## config.mk

```make
export PLATFORM = sky130hd
export DESIGN_NAME = brtgt_unit
export DESIGN_NICKNAME = d
export VERILOG_FILES = /design/src/rtl/brtgt_pkg.sv /design/src/rtl/brtgt_rstsync.sv /design/src/rtl/brtgt_cond.sv /design/src/rtl/brtgt_addr.sv /design/src/rtl/brtgt_reg.sv /design/src/rtl/brtgt_unit.sv
export SDC_FILE = /design/constraint.sdc
export NUM_CORES = 1
export LEC_CHECK = 0
export BUFFER_PORTS_ARGS = -buffer_cell sky130_fd_sc_hd__buf_2
export CORE_ASPECT_RATIO = 1.4
export CORE_MARGIN = 2
export CORE_UTILIZATION = 45
export CTS_CLUSTER_SIZE = 24
export DETAILED_ROUTE_END_ITERATION = 10
export PLACE_DENSITY = 0.78
export REMOVE_ABC_BUFFERS = 1
export SLEW_MARGIN = 20
export SYNTH_ARGS = -nofsm -noshare
export SYNTH_HDL_FRONTEND = slang
export SYNTH_SLANG_ARGS = --single-unit
```

## constraint.sdc

```tcl
create_clock -name clk -period 0.9 [get_ports clk]
set_input_delay 0.18 -clock clk [delete_from_list [all_inputs] [get_ports clk]]
set_output_delay 0.18 -clock clk [all_outputs]
set_load 0.005 [all_outputs]
```

## src/rtl/brtgt_pkg.sv

```systemverilog
package brtgt_pkg;
  typedef enum logic [2:0] {
    BK_ABS  = 3'd0,
    BK_REL  = 3'd1,
    BK_REG  = 3'd2,
    BK_CSET = 3'd3,
    BK_CCLR = 3'd4,
    BK_ZSET = 3'd5,
    BK_ZCLR = 3'd6,
    BK_RSV  = 3'd7
  } bkind_e;
endpackage

```

## src/rtl/brtgt_rstsync.sv

```systemverilog
module brtgt_rstsync (
  input  logic clk,
  input  logic rst_n,
  output logic rst_sn
);
  logic s1_q;
  logic s2_q;

  always_ff @(posedge clk or negedge rst_n) begin
    if (!rst_n) begin
      s1_q <= 1'b0;
      s2_q <= 1'b0;
    end else begin
      s1_q <= 1'b1;
      s2_q <= s1_q;
    end
  end

  assign rst_sn = s2_q;
endmodule

```

## src/rtl/brtgt_cond.sv

```systemverilog
module brtgt_cond
  import brtgt_pkg::*;
#(
  parameter int CW       = 4,
  parameter int CYC_DIR  = 6,
  parameter int CYC_IND  = 8,
  parameter int CYC_COND = 6
) (
  input  bkind_e        kind,
  input  logic          cy,
  input  logic          z,
  output logic          taken,
  output logic          is_cond,
  output logic [CW-1:0] cyc
);
  always_comb begin
    taken   = 1'b0;
    is_cond = 1'b0;
    cyc     = '0;
    unique case (kind)
      BK_ABS, BK_REL: begin
        taken = 1'b1;
        cyc   = CW'(CYC_DIR);
      end
      BK_REG: begin
        taken = 1'b1;
        cyc   = CW'(CYC_IND);
      end
      BK_CSET: begin
        is_cond = 1'b1;
        taken   = cy;
        cyc     = CW'(CYC_COND);
      end
      BK_CCLR: begin
        is_cond = 1'b1;
        taken   = ~cy;
        cyc     = CW'(CYC_COND);
      end
      BK_ZSET: begin
        is_cond = 1'b1;
        taken   = z;
        cyc     = CW'(CYC_COND);
      end
      BK_ZCLR: begin
        is_cond = 1'b1;
        taken   = ~z;
        cyc     = CW'(CYC_COND);
      end
      default: begin
        taken = 1'b0;
        cyc   = '0;
      end
    endcase
  end
endmodule

```

## src/rtl/brtgt_addr.sv

```systemverilog
module brtgt_addr
  import brtgt_pkg::*;
#(
  parameter int AW   = 16,
  parameter int DW   = 8,
  parameter int RW   = 8,
  parameter int ILEN = 2
) (
  input  bkind_e          kind,
  input  logic            taken,
  input  logic [AW-1:0]   pc,
  input  logic [DW-1:0]   disp,
  input  logic [AW-1:0]   abs_t,
  input  logic [RW-1:0]   ra,
  input  logic [RW-1:0]   rx,
  output logic [AW-1:0]   npc
);
  localparam int XW = AW - DW;

  logic [AW-1:0] seq_pc;
  logic [AW-1:0] sdisp;
  logic [AW-1:0] rel_pc;
  logic [AW-1:0] ind_pc;

  assign seq_pc = pc + AW'(ILEN);

  generate
    if (XW > 0) begin : g_sext
      assign sdisp = {{XW{disp[DW-1]}}, disp};
    end else begin : g_trunc
      assign sdisp = disp[AW-1:0];
    end
  endgenerate

  assign rel_pc = seq_pc + sdisp;

  generate
    if (2 * RW >= AW) begin : g_ind_fit
      localparam logic [2*RW-1:0] ZPAD = '0;
      logic [2*RW-1:0] pair;
      assign pair   = {ra, rx} | ZPAD;
      assign ind_pc = pair[AW-1:0];
    end else begin : g_ind_pad
      assign ind_pc = {{(AW-2*RW){1'b0}}, ra, rx};
    end
  endgenerate

  always_comb begin
    npc = seq_pc;
    if (taken) begin
      unique case (kind)
        BK_ABS:  npc = abs_t;
        BK_REG:  npc = ind_pc;
        default: npc = rel_pc;
      endcase
    end
  end
endmodule

```

## src/rtl/brtgt_reg.sv

```systemverilog
module brtgt_reg #(
  parameter int AW = 16,
  parameter int CW = 4
) (
  input  logic          clk,
  input  logic          rst_sn,
  input  logic          ld,
  input  logic          taken_d,
  input  logic [AW-1:0] npc_d,
  input  logic [CW-1:0] cyc_d,
  output logic          taken_q,
  output logic [AW-1:0] npc_q,
  output logic [CW-1:0] cyc_q
);
  logic          taken_n;
  logic [AW-1:0] npc_n;
  logic [CW-1:0] cyc_n;

  always_comb begin
    taken_n = taken_q;
    npc_n   = npc_q;
    cyc_n   = cyc_q;
    if (ld) begin
      taken_n = taken_d;
      npc_n   = npc_d;
      cyc_n   = cyc_d;
    end
  end

  always_ff @(posedge clk or negedge rst_sn) begin
    if (!rst_sn) begin
      taken_q <= 1'b0;
      npc_q   <= '0;
      cyc_q   <= '0;
    end else begin
      taken_q <= taken_n;
      npc_q   <= npc_n;
      cyc_q   <= cyc_n;
    end
  end

  // no strobe, no change
  p_hold_r8: assert property (@(posedge clk) disable iff (!rst_sn)
    !ld |=> ($stable(taken_q) && $stable(npc_q) && $stable(cyc_q)));
endmodule

```

## src/rtl/brtgt_unit.sv

```systemverilog
module brtgt_unit
  import brtgt_pkg::*;
#(
  parameter int AW       = 16,
  parameter int DW       = 8,
  parameter int RW       = 8,
  parameter int CW       = 4,
  parameter int ILEN     = 2,
  parameter int CYC_DIR  = 6,
  parameter int CYC_IND  = 8,
  parameter int CYC_COND = 6
) (
  input  logic          clk,
  input  logic          rst_n,
  input  logic          ld_i,
  input  logic [2:0]    kind_i,
  input  logic [AW-1:0] pc_i,
  input  logic [DW-1:0] disp_i,
  input  logic [AW-1:0] abs_i,
  input  logic [RW-1:0] a_i,
  input  logic [RW-1:0] x_i,
  input  logic          cy_i,
  input  logic          z_i,
  output logic          taken_o,
  output logic [AW-1:0] npc_o,
  output logic [CW-1:0] cyc_o
);
  bkind_e        kind;
  logic          rst_s;
  logic          taken_c;
  logic          cond_c;
  logic [CW-1:0] cyc_c;
  logic [AW-1:0] npc_c;

  assign kind = bkind_e'(kind_i);

  brtgt_rstsync u_rst (
    .clk    (clk),
    .rst_n  (rst_n),
    .rst_sn (rst_s)
  );

  brtgt_cond #(
    .CW(CW), .CYC_DIR(CYC_DIR), .CYC_IND(CYC_IND), .CYC_COND(CYC_COND)
  ) u_cond (
    .kind    (kind),
    .cy      (cy_i),
    .z       (z_i),
    .taken   (taken_c),
    .is_cond (cond_c),
    .cyc     (cyc_c)
  );

  brtgt_addr #(.AW(AW), .DW(DW), .RW(RW), .ILEN(ILEN)) u_addr (
    .kind  (kind),
    .taken (taken_c),
    .pc    (pc_i),
    .disp  (disp_i),
    .abs_t (abs_i),
    .ra    (a_i),
    .rx    (x_i),
    .npc   (npc_c)
  );

  brtgt_reg #(.AW(AW), .CW(CW)) u_reg (
    .clk     (clk),
    .rst_sn  (rst_s),
    .ld      (ld_i),
    .taken_d (taken_c),
    .npc_d   (npc_c),
    .cyc_d   (cyc_c),
    .taken_q (taken_o),
    .npc_q   (npc_o),
    .cyc_q   (cyc_o)
  );

  // absolute jump loads the operand
  p_abs_r2: assert property (@(posedge clk) disable iff (!rst_s)
    (ld_i && kind_i == 3'd0) |=>
      (taken_o && npc_o == $past(abs_i) && cyc_o == CW'(CYC_DIR)));

  // indirect target from the two registers
  p_ind_r4: assert property (@(posedge clk) disable iff (!rst_s)
    (ld_i && kind_i == 3'd2) |=>
      (taken_o && npc_o[RW-1:0] == $past(x_i) && cyc_o == CW'(CYC_IND)));

  // failed condition falls through
  p_fall_r6: assert property (@(posedge clk) disable iff (!rst_s)
    (ld_i && cond_c && !taken_c) |=>
      (!taken_o && npc_o == $past(pc_i) + AW'(ILEN) && cyc_o == CW'(CYC_COND)));

  // a passed condition is reported as taken
  p_cond_taken_r5: assert property (@(posedge clk) disable iff (!rst_s)
    (ld_i && cond_c && taken_c) |=> (taken_o && cyc_o == CW'(CYC_COND)));

  // reserved kind never branches
  p_rsv_r9: assert property (@(posedge clk) disable iff (!rst_s)
    (ld_i && kind_i == 3'd7) |=>
      (!taken_o && cyc_o == '0 && npc_o == $past(pc_i) + AW'(ILEN)));
endmodule

```

# Yosys cells after proc, flatten, opt, wreduce, memory -nomap -nowiden
# Index checks and enable logic that the tools add are counted.
# word_totals
ff_bits	23
word_cells	22
output_inout_bits	21
input_bits	64
# op_classes
bitwise	2
add_sub_neg	2
n_mux	4
reduce_logical	3
n_eq_ne	6
# op_table
op	count
$pmux W16 S2	1
$add A16 B16 Y16	1
$add A16 B2 Y16 const B	1
$mux W16	1
$eq A3 B3 Y1 const B	3
$pmux W4 S2	1
$eq A3 B2 Y1 const B	2
$reduce_or A6 Y1	1
$pmux W1 S5	1
$eq A3 B1 Y1 const B	1
$logic_not A3 Y1	1
$reduce_or A3 Y1	1
$not A1 Y1	2

# Logic depth before layout (Yosys ltp)
# Gate-level depths: netlist of run 1.
# logic_depth
word_depth	4
ltp_mapped	11
ltp_nobuf	11

# Modules after synthesis
# From an unflattened synthesis of run 1, not the netlist that was laid out.
# unflattened
cells_unflattened	269
hier_area_um2	2556.2
# by_module_without_submodules
mod	instances	cells_per_inst	area_per_inst_um2	seq_area_each_um2
brtgt_addr	1	208	1550.2	0.0
brtgt_reg	1	44	859.6	525.5
brtgt_cond	1	14	92.6	0.0
brtgt_rstsync	1	3	53.8	50.0

# Worst setup path after synthesis of run 1
# No wires, ideal clock.
# synth_path
kind	input to register
from	input pc_i[1]
to	register u_reg.npc_q[15]
arrival_ns	2.123
path_buffers	0
setup_slack_ns	-1.327
path_stages	11
t_required_ns	0.796
setup_time_ns	0.104
path_cell_list	ha_1 nand4_2 nor4_4 xor2_2 ha_1 nand2_1 nor4_1 o21ai_1 a21boi_0 nor2b_1 o311ai_1
# synth_via
elab_chain_cells	4
# synth_lines
item	line_no	text
start: declaration	brtgt_unit.sv:17	input logic [AW-1:0] pc_i,
$add A16 B2 Y16 *	brtgt_addr.sv:25	assign seq_pc = pc + AW'(ILEN);
$add A16 B16 Y16	brtgt_addr.sv:35	assign rel_pc = seq_pc + sdisp;
$pmux W16 S2	brtgt_addr.sv:51	unique case (kind)
$mux W16 *	brtgt_addr.sv:50	if (taken) begin
end signal: assignment	brtgt_reg.sv:37	npc_q <= npc_n;
end: declaration	brtgt_reg.sv:12	output logic [AW-1:0] npc_q,
# Every way passes the cells marked *; elsewhere a longest branch is shown, timed or not.
# A chain may end at the register's enable or synchronous reset.

# Final worst setup path of run 1
# Ends and elaborated chain as after synthesis.

==> results by group, run 1 <==
Status
  • Status: finished, violations left
  • Failing checks: negative setup slack

Die
  • Die Area: 5850 um^2
  • Core area: 5120 um^2
  • FP Rows: 31
  • Die H: 89.7 um
  • Ports: 85
  • Initial Util: 46.1%
  • Die X: 65.2 um

Power and ir drop
  • Final Power: 5.47 mW
  • IR drop worst, VDD: 0.00121 V
  • Pwr Density: 1120 nW/um^2
  • Leakage dissipation: 2.28 nW

STA
  • Fin crit share: 301%
  • Setup violations, final: 38
  • Fmax: 370 MHz
  • Worst setup margin: -1800 ps
  • Post-layout min period: 2700 ps
  • Max-slew violations: 0
  • Clock skew: 4.12 ps
  • Hold Slack: 211 ps
  • RSZ-0062 raised after global routing: yes
  • Final Hold Viols: 0

Route
  • Drt wl/cell: 29.8 um
  • Vias: 4112
  • Routed WL: 17.1 mm
  • Antenna-violating nets left: 0
  • Number of remaining DRC errors: 0
  • Detailed Routing Iterations Pass 1: 6
  • Initial DRC Count: 838
  • Via density per instance: 7.18

Critical path
  • CP arrival: 2830 ps
  • Critical path class: primary input to flip-flop
  • Critical Path Sink Type: flip-flop
  • CP Max Fanout: 5
  • Reg2reg path depth: 3
  • Most used cell, CP: buf_4
  • Critical Path RT: 1020 ps
  • Flop2flop setup slack: -210 ps
  • Startpoint types: primary input
  • Max incr delay on CP: 450 ps
  • WP buf/inv: 3
  • Crit-path cells: buf_12 -> nand4_1 -> buf_4 -> nor3_4 -> xnor2_1 -> ha_1 -> nand2_2 -> nor4_4 -> o21ai_2 -> a21boi_2 -> buf_4 -> nand4bb_1 -> o311ai_2
  • Crit-path leading delay family: simple AND/OR/NAND/NOR gates
  • R2R Path End: u_reg.npc_q[15]$_DFFE_PN0P_
  • Worst R2R Start: u_reg.npc_q[15]$_DFFE_PN0P_
  • Slowest CP cell: ha_1

Finish
  • Final Util: 95.4%
  • Area Overhead vs Synth: 107%
  • Ant. Diodes: 0
  • Fraction of layout cells with a size suffix above 1: 67.5%
  • Non-Filler Instances: 573
  • Nets: 593
  • Design area: 4880 um^2

Clocking
  • Clock latency at the later pin of the worst-skew pair: 270 ps
  • CTS tree: done
  • Num CTS Buffers: 3
  • H-tree depth: 1
  • Clk sinks: 21
  • Root buffer cell: clkbuf_8
  • Clock transition at the registers of the reported paths: 80 ps
  • Maximum clock path buffer count: 2

Synth
  • Commonest cells in the netlist: 26 x a21oi_1, 26 x nand2_1, 23 x nor2_1, 21 x dfrtp_1, 20 x ha_1
  • Cells after synthesis: 284
  • Most used flip-flop cell after synthesis: dfrtp_1
  • Post-synthesis sequential area ratio: 22.3%
  • Yosys cell types: 56
  • Async SR Flop Fraction: 100%
  • Post-synth EDFFs: 0
  • Largest cells by area after synthesis: dfrtp_1 22%, ha_1 11%, a21oi_1 5.5%
  • Synth area leader: dfrtp_1
  • Top cell type's share of synthesized area: 22.3%
  • Post-synthesis sequential element count: 21
  • Syn_area_per_cell: 8.31 um^2
  • Yosys warnings: 0
  • Post-synth design cell area: 2360 um^2

Place
  • Placer Congestion: 0.918
  • DP Wirelength: 6.27 mm
  • DP Area: 3410 um^2
  • Number of port buffers: 83
  • Placed cell count: 507

Global routing
  • Number of global-route vias before repair: 3521
  • Global-route wire length before repair: 17.5 mm
  • GRT Util Overall: 39.3%
  • Largest net degree at the start of global routing: 20
  • Antenna violations before repair: 0
  • GRT Residual Overflow: 0

Flow run
  • Max-cap violations: 0

Hold path
  • Worst hold path type: flip-flop to asynchronous set/reset pin
-- where the power goes --
group / total, mW / internal, mW / switching (mW) / leakage [nW]
Combinational: 3.60 / 1.74 / 1.87 / 2.01
Sequential: 1.20 / 1.09 / 0.111 / 0.242
Clock: 0.664 / 0.317 / 0.347 / 0.0228
-- sequential cells by signal, summed over array words and instances (netlist names) --
name,count
u_reg.npc_q,16
u_rst.rst_sn,1
u_reg.taken_q,1
u_rst.s1_q,1
u_reg.cyc_q,2
-- what timing repair did --
action | 4_1_cts | 5_1_grt
resized for setup | 132 | 67
endpoints found under the setup margin | 39 | 38
cloned | 2 | 0
buffers inserted | 38 | 27
hold buffers | 1 | 0
hold endpoints to repair | 2 | 0
pin swaps | 72 | 54
-- per-layer routing --
layer / track usage [%] / share of wire (%) / up-vias
met4: 23.9 / 13 / 0
met3: 5.36 / 13 / 233
met5: 0 / 0 / -
met2: 70.2 / 43 / 540
li1: - / - / 1497
met1: 44.2 / 31 / 1842
-- through the flow --
| step | setup slack (ps) | TNS, ps |
|---|---|---|
| floorplan | -1330 | -14580 |
| global placement | -1570 | -21050 |
| detailed placement | -1880 | -22120 |
| CTS | -1200 | -14640 |
| global route | -1930 | -21350 |
| finish | -1800 | -20440 |
-- layout by cell type (no fill, tap or decap), types with 3 or more instances in the layout --
cell type,instances
nor2_1,18
nor3_4,4
mux2_2,4
a21oi_4,6
o21ai_2,6
ha_4,12
dfrtp_1,21
nand2_1,14
xnor2_1,3
nand3_1,5
o211ai_1,4
nand4_1,5
nand3_4,4
xnor2_4,3
ha_1,6
a21oi_2,10
xor2_2,5
o21a_1,3
a211o_1,3
clkbuf_8,3
a211oi_2,3
a21o_1,5
buf_6,29
o21ai_1,11
o21ai_0,4
nand2_2,6
xnor2_2,8
nor2_2,3
nor4_4,3
buf_8,3
mux2i_1,12
inv_1,7
nand2_4,4
buf_4,125
buf_2,70
a21oi_1,11
o22ai_1,3
-- how the worst max path moves through the flow --
stage / startpoint / cells after the start / to / slack [ps]
after CTS: pc_i[2] / 12 / u_reg.npc_q[15]$_DFFE_PN0P_ / -1200
after global placement: pc_i[1] / 12 / u_reg.npc_q[15]$_DFFE_PN0P_ / -1570
after floorplan: pc_i[1] / 11 / u_reg.npc_q[15]$_DFFE_PN0P_ / -1330
final: pc_i[1] / 13 / u_reg.npc_q[15]$_DFFE_PN0P_ / -1800
after global routing: pc_i[1] / 14 / u_reg.npc_q[15]$_DFFE_PN0P_ / -1930
after detailed placement: pc_i[1] / 12 / u_reg.npc_q[15]$_DFFE_PN0P_ / -1880
-- area by class of cell --
class                   count  area (um^2)
multi-input cells         242         2480
clock buffers               4         45.0
flip-flops and latches     21          526
repair buffers            230         1710
inverters                  10         40.0
well taps                  66         82.6
fillers                   129          236
-- kinds of logic after synthesis --
logic type      after synthesis  synth area share [%]
compound gates               95                  26.3
xor+xnor                     22                  8.48
fa+ha+maj                    21                  11.5
buf+inv                      22                  5.35
flops                        21                  22.3
mux                          17                  7.48
other cells                   2                 0.318
simple gates                 84                  18.3
Power figures use the tool's default switching activity.
==> run 2, diff against run 1 <==
CORE_MARGIN = 4   (was 2)
==> run 2 against run 1 <==
The flow now stops in 5_1_grt. Synthesized cell count stayed put. Area after synthesis stayed put.
==> results by group, run 2 <==
Status
  • Status: aborted with a tool error
  • Stopped at: 5_1_grt
  • Stop err: [ERROR GRT-0232] Routing congestion too high. Check the congestion heatmap in the GUI.

Synth
  • Mux contribution to synthesized area: 7.48% (unchanged)
  • Synth area leader: dfrtp_1
  • Post-synthesis sequential area ratio: 22.3% (unchanged)
  • Yosys cell types: 56 (unchanged)
  • Post-synth EDFFs: 0 (unchanged)
  • Top cell type's share of synthesized area: 22.3% (unchanged)
  • Commonest cells in the netlist: 26 x a21oi_1, 26 x nand2_1, 23 x nor2_1, 21 x dfrtp_1, 20 x ha_1
  • XOR/XNOR share of the synthesized area: 8.48% (unchanged)
  • Largest cells by area after synthesis: dfrtp_1 22%, ha_1 11%, a21oi_1 5.5%
  • Largest family of logic cells by synthesized area: compound AO/OA/AOI/OAI gates
  • Post-synthesis sequential element count: 21 (unchanged)
  • Simple-gate area share of the yosys netlist: 18.3% (unchanged)
  • Yosys warnings: 0 (unchanged)
  • Async SR Flop Fraction: 100% (unchanged)
  • Synth Area in Compound Gates: 26.3% (unchanged)
  • Cells after synthesis: 284 (unchanged)
  • Post-synth design cell area: 2360 um^2 (unchanged)
  • Fraction of the mapped netlist area in adder cells: 11.5% (unchanged)
  • Syn_area_per_cell: 8.31 um^2 (unchanged)
  • Most used flip-flop cell after synthesis: dfrtp_1

Die
  • Ports: 85 (unchanged)
  • Initial Util: 47.6% (+1.5 points)
  • FP Rows: 30 (-3.2%)
  • Die X: 69.2 um (+6.1%)
  • Die H: 93.7 um (+4.5%)

Global routing
  • GRT Residual Overflow: 3
  • Largest net degree at the start of global routing: 20
  • GRT Util Overall: 54.0%

STA
  • Post-GRT worst EP: u_reg.npc_q[15]$_DFFE_PN0P_/D
  • WEP type: sequential cell input

Place
  • DP Wirelength: 6.34 mm (+1.0%)
  • Placer Congestion: 0.915 (-0.27%)
  • Number of port buffers: 83 (unchanged)

Clocking
  • H-tree depth: 1 (unchanged)
  • Root buffer cell: clkbuf_8
  • Maximum clock path buffer count: 2 (unchanged)
  • Num CTS Buffers: 3 (unchanged)
  • Clk sinks: 21 (unchanged)
-- run 2: cell counts after synthesis --
No cell type changed its count.
-- run 2: what timing repair did --
action                                  CTS
hold buffers                              1
resized for setup                       119
endpoints found under the hold margin     2
pin swaps                                64
buffers inserted                         32
endpoints found under the setup margin   39
-- run 2: logic make-up after synthesis --
kind of cell             after synthesis
buffers and inverters                 22
AO/OA/AOI/OAI                         95
flip-flops                            21
AND/OR/NAND/NOR                       84
adder cells (fa/ha/maj)               21
XOR/XNOR                              22
other                                  2
multiplexers                          17
-- run 2: per-stage QoR --
stage          utilization (%)  setup WS [ps]  std cells  setup TNS (ps)  instance area [um^2]
2_1_floorplan                -          -1330        272          -14580                  2270
3_3_place_gp              69.3          -1740        508          -21440                  3430
3_5_place_dp              69.3          -1760        508          -21910                  3430
4_1_cts                   84.8          -1230        543          -14690                  4200
-- run 2: per-layer routing --
| metal | overflow | global-route usage [%] |
|---|---|---|
| met2 | 0 | 82.2 |
| met1 | 0 | 52.7 |
| met3 | 0 | 22.9 |
| met4 | 3 | 56.8 |
| met5 | 0 | 0 |
==> run 3, diff against run 2 <==
CORE_ASPECT_RATIO = not set   (was 1.4)
CORE_UTILIZATION = 30   (was 45)
CTS_CLUSTER_SIZE = not set   (was 24)
PLACE_DENSITY = not set   (was 0.78)
PLACE_DENSITY_LB_ADDON = 0.15   (was not set)
==> run 3 against run 2 <==
The flow now finishes, with violations (negative setup slack).
==> results by group, run 3 (synthesis gave the netlist of run 1 again) <==
Finish
  • Area Overhead vs Synth: 94.8%
  • Commonest non-fill, non-tap cells in the layout: 108 x buf_4, 70 x buf_2, 22 x buf_6, 21 x nor2_1, 21 x dfrtp_1
  • Ant. Diodes: 0
  • Commonest non-fill, non-tap cell in the layout: buf_4
  • Nets: 572
  • Final Util: 59.8%
  • Fill count: 675
  • Multi-input gate area: 2280 um^2
  • Fraction of layout cells with a size suffix above 1: 61.3%
  • Largest register FFs: 16
  • Non-Filler Instances: 588
  • Largest registers: u_reg.npc_q: 16 flops, u_reg.cyc_q: 2 flops
  • Top reg by flops: u_reg.npc_q
  • Register area: 526 um^2

Critical path
  • Flop2flop setup slack: -30 ps
  • Startpoint types: primary input
  • Worst Setup EP: u_reg.npc_q[15]$_DFFE_PN0P_
  • Critical Path Sink Type: flip-flop
  • Slowest CP cell: ha_4
  • CP Max Fanout: 4
  • Reg2reg path depth: 4
  • Critical path class: primary input to flip-flop
  • R2R Path End: u_reg.npc_q[8]$_DFFE_PN0P_
  • Most used cell, CP: buf_4
  • Critical Path RT: 1070 ps
  • Crit-path cells: buf_8 -> buf_4 -> and3_4 -> nand4_1 -> xnor2_2 -> ha_4 -> buf_4 -> nand2_1 -> nor4_2 -> o21ai_1 -> a21boi_1 -> nor2b_1 -> o311ai_1
  • Worst R2R Start: u_reg.npc_q[8]$_DFFE_PN0P_
  • Max incr delay on CP: 320 ps
  • CP arrival: 2280 ps
  • Critical Path Start: pc_i[4]

Clocking
  • Clock latency at the later pin of the worst-skew pair: 270 ps
  • H-tree depth: 1 (unchanged)
  • Num CTS Buffers: 3 (unchanged)
  • Root buffer cell: clkbuf_8
  • CTS tree: done
  • Clock transition at the registers of the reported paths: 100 ps
  • Clk sinks: 21 (unchanged)
  • Maximum clock path buffer count: 2 (unchanged)

Status
  • Failing checks: negative setup slack
  • Status: finished, violations left

Power and ir drop
  • Pwr Density: 1000 nW/um^2
  • Leakage dissipation: 2.14 nW
  • Sequential power share: 25.2%
  • Comb power frac: 59.7%
  • Pint: 2.93 mW
  • Switching share of power: 36.3%
  • Sw Pwr: 1.67 mW
  • Clock group share of total power: 15.1%
  • IR drop worst, VDD: 0.000599 V
  • Final Power: 4.61 mW

Die
  • Initial Util: 30.7% (-17 points)
  • Die X: 96.7 um (+40%)
  • Ports: 85 (unchanged)
  • Die H: 96.7 um (+3.2%)
  • Die Area: 9350 um^2
  • FP Rows: 32 (+6.7%)
  • Core area: 7690 um^2

Route
  • Vias: 2884
  • Routed WL: 8.97 mm
  • Antenna-violating nets left: 0
  • Drt wl/cell: 15.2 um
  • Initial DRC Count: 132
  • Via density per instance: 4.90
  • Detailed Routing Iterations Pass 1: 4
  • Number of remaining DRC errors: 0

Place
  • Number of port buffers: 83 (unchanged)
  • Placed cell count: 541 (+6.5%)
  • Pre-CTS setup slack: -1670 ps (+88.6 ps)
  • DP Wirelength: 6.23 mm (-1.7%)
  • Placer Congestion: 0.828 (-9.5%)

Global routing
  • GR Util met3: 2.45%
  • Global-route wire length before repair: 14.4 mm
  • GRT Util Overall: 18.2%
  • Number of global-route vias before repair: 3032
  • GRT Residual Overflow: 0
  • Routing usage on met1: 24.6%
  • Antenna violations before repair: 0
  • Busiest grt layer: met2
  • GR Layer Usage met2: 31.6%
  • Largest net degree at the start of global routing: 20

STA
  • Fin crit share: 234%
  • Final Hold Viols: 0
  • Clock skew: 9.65 ps
  • RSZ-0062 raised after global routing: yes
  • Max-slew violations: 0
  • Fmax: 476 MHz
  • Worst setup margin: -1200 ps
  • Setup violations, final: 36
  • Post-layout min period: 2100 ps

Hold path
  • Worst hold path type: primary input to asynchronous set/reset pin

Flow run
  • Max-cap violations: 0
[run 3: layer usage]
| layer | up-vias | wire length [um] |
|---|---|---|
| met5 | - | 0 |
| li1 | 1451 | - |
| met3 | 8 | 404 |
| met2 | 70 | 4420 |
| met1 | 1355 | 4030 |
| met4 | 0 | 110 |
[run 3: cell type report]
cell class | instances | area share [%]
clock buffer | 3 | 0.898
clock inverter | 1 | 0.109
inverter | 10 | 0.871
multi-input combinational | 241 | 49.7
sequential | 21 | 11.4
tap | 102 | 2.78
timing repair buffer | 210 | 34.2
[run 3: worst min path at each step]
stage,endpoint,from,cells past startpoint
2_1_floorplan,u_rst.rst_sn$_DFF_PN0_,rst_n,0
3_3_place_gp,u_rst.s1_q$_DFF_PN0_,rst_n,1
3_5_place_dp,u_rst.rst_sn$_DFF_PN0_,rst_n,1
4_1_cts,u_reg.npc_q[0]$_DFFE_PN0P_,pc_i[0],3
5_1_grt,u_reg.npc_q[0]$_DFFE_PN0P_,pc_i[0],3
6_report,u_rst.s1_q$_DFF_PN0_,rst_n,2
[run 3: repair_timing]
item                                   4_1_cts  5_1_grt
buffers inserted                            26       15
pin swaps                                   63       31
gates cloned                                 1        0
endpoints found under the hold margin        2        0
hold buffers                                 1        0
setup endpoints to repair                   37       38
gates resized for setup                    114       42
[run 3: through the flow]
step	area, um^2	TNS [ps]	hold WS [ps]
floorplan	2270	-14580	-116
global placement	3470	-21010	-34.3
global route	4600	-16780	197
finish	4600	-14630	200
detailed placement	3470	-21210	-29.6
CTS	4240	-14320	201
[run 3: worst max-delay path, delay by kind of cell]
kind | cells | cell delay [ps]
adders and majority gates | 1 | 320
xor gates and xnor gates | 1 | 210
and+or+nand+nor | 5 | 770
buffers and inverters | 3 | 290
AOI/OAI and AO/OA | 3 | 510
[run 3: power by group through the flow]
| stage | Clock, mW | Combinational (mW) | Sequential [mW] |
|---|---|---|---|
| final | 0.696 | 2.75 | 1.16 |
| after global routing | 0.755 | 3.00 | 1.18 |
| after CTS | 0.726 | 2.42 | 1.16 |
| after detailed placement | 0 | 1.89 | 1.18 |
| after global placement | 0 | 1.88 | 1.18 |
| after floorplan | 0 | 0.895 | 1.21 |
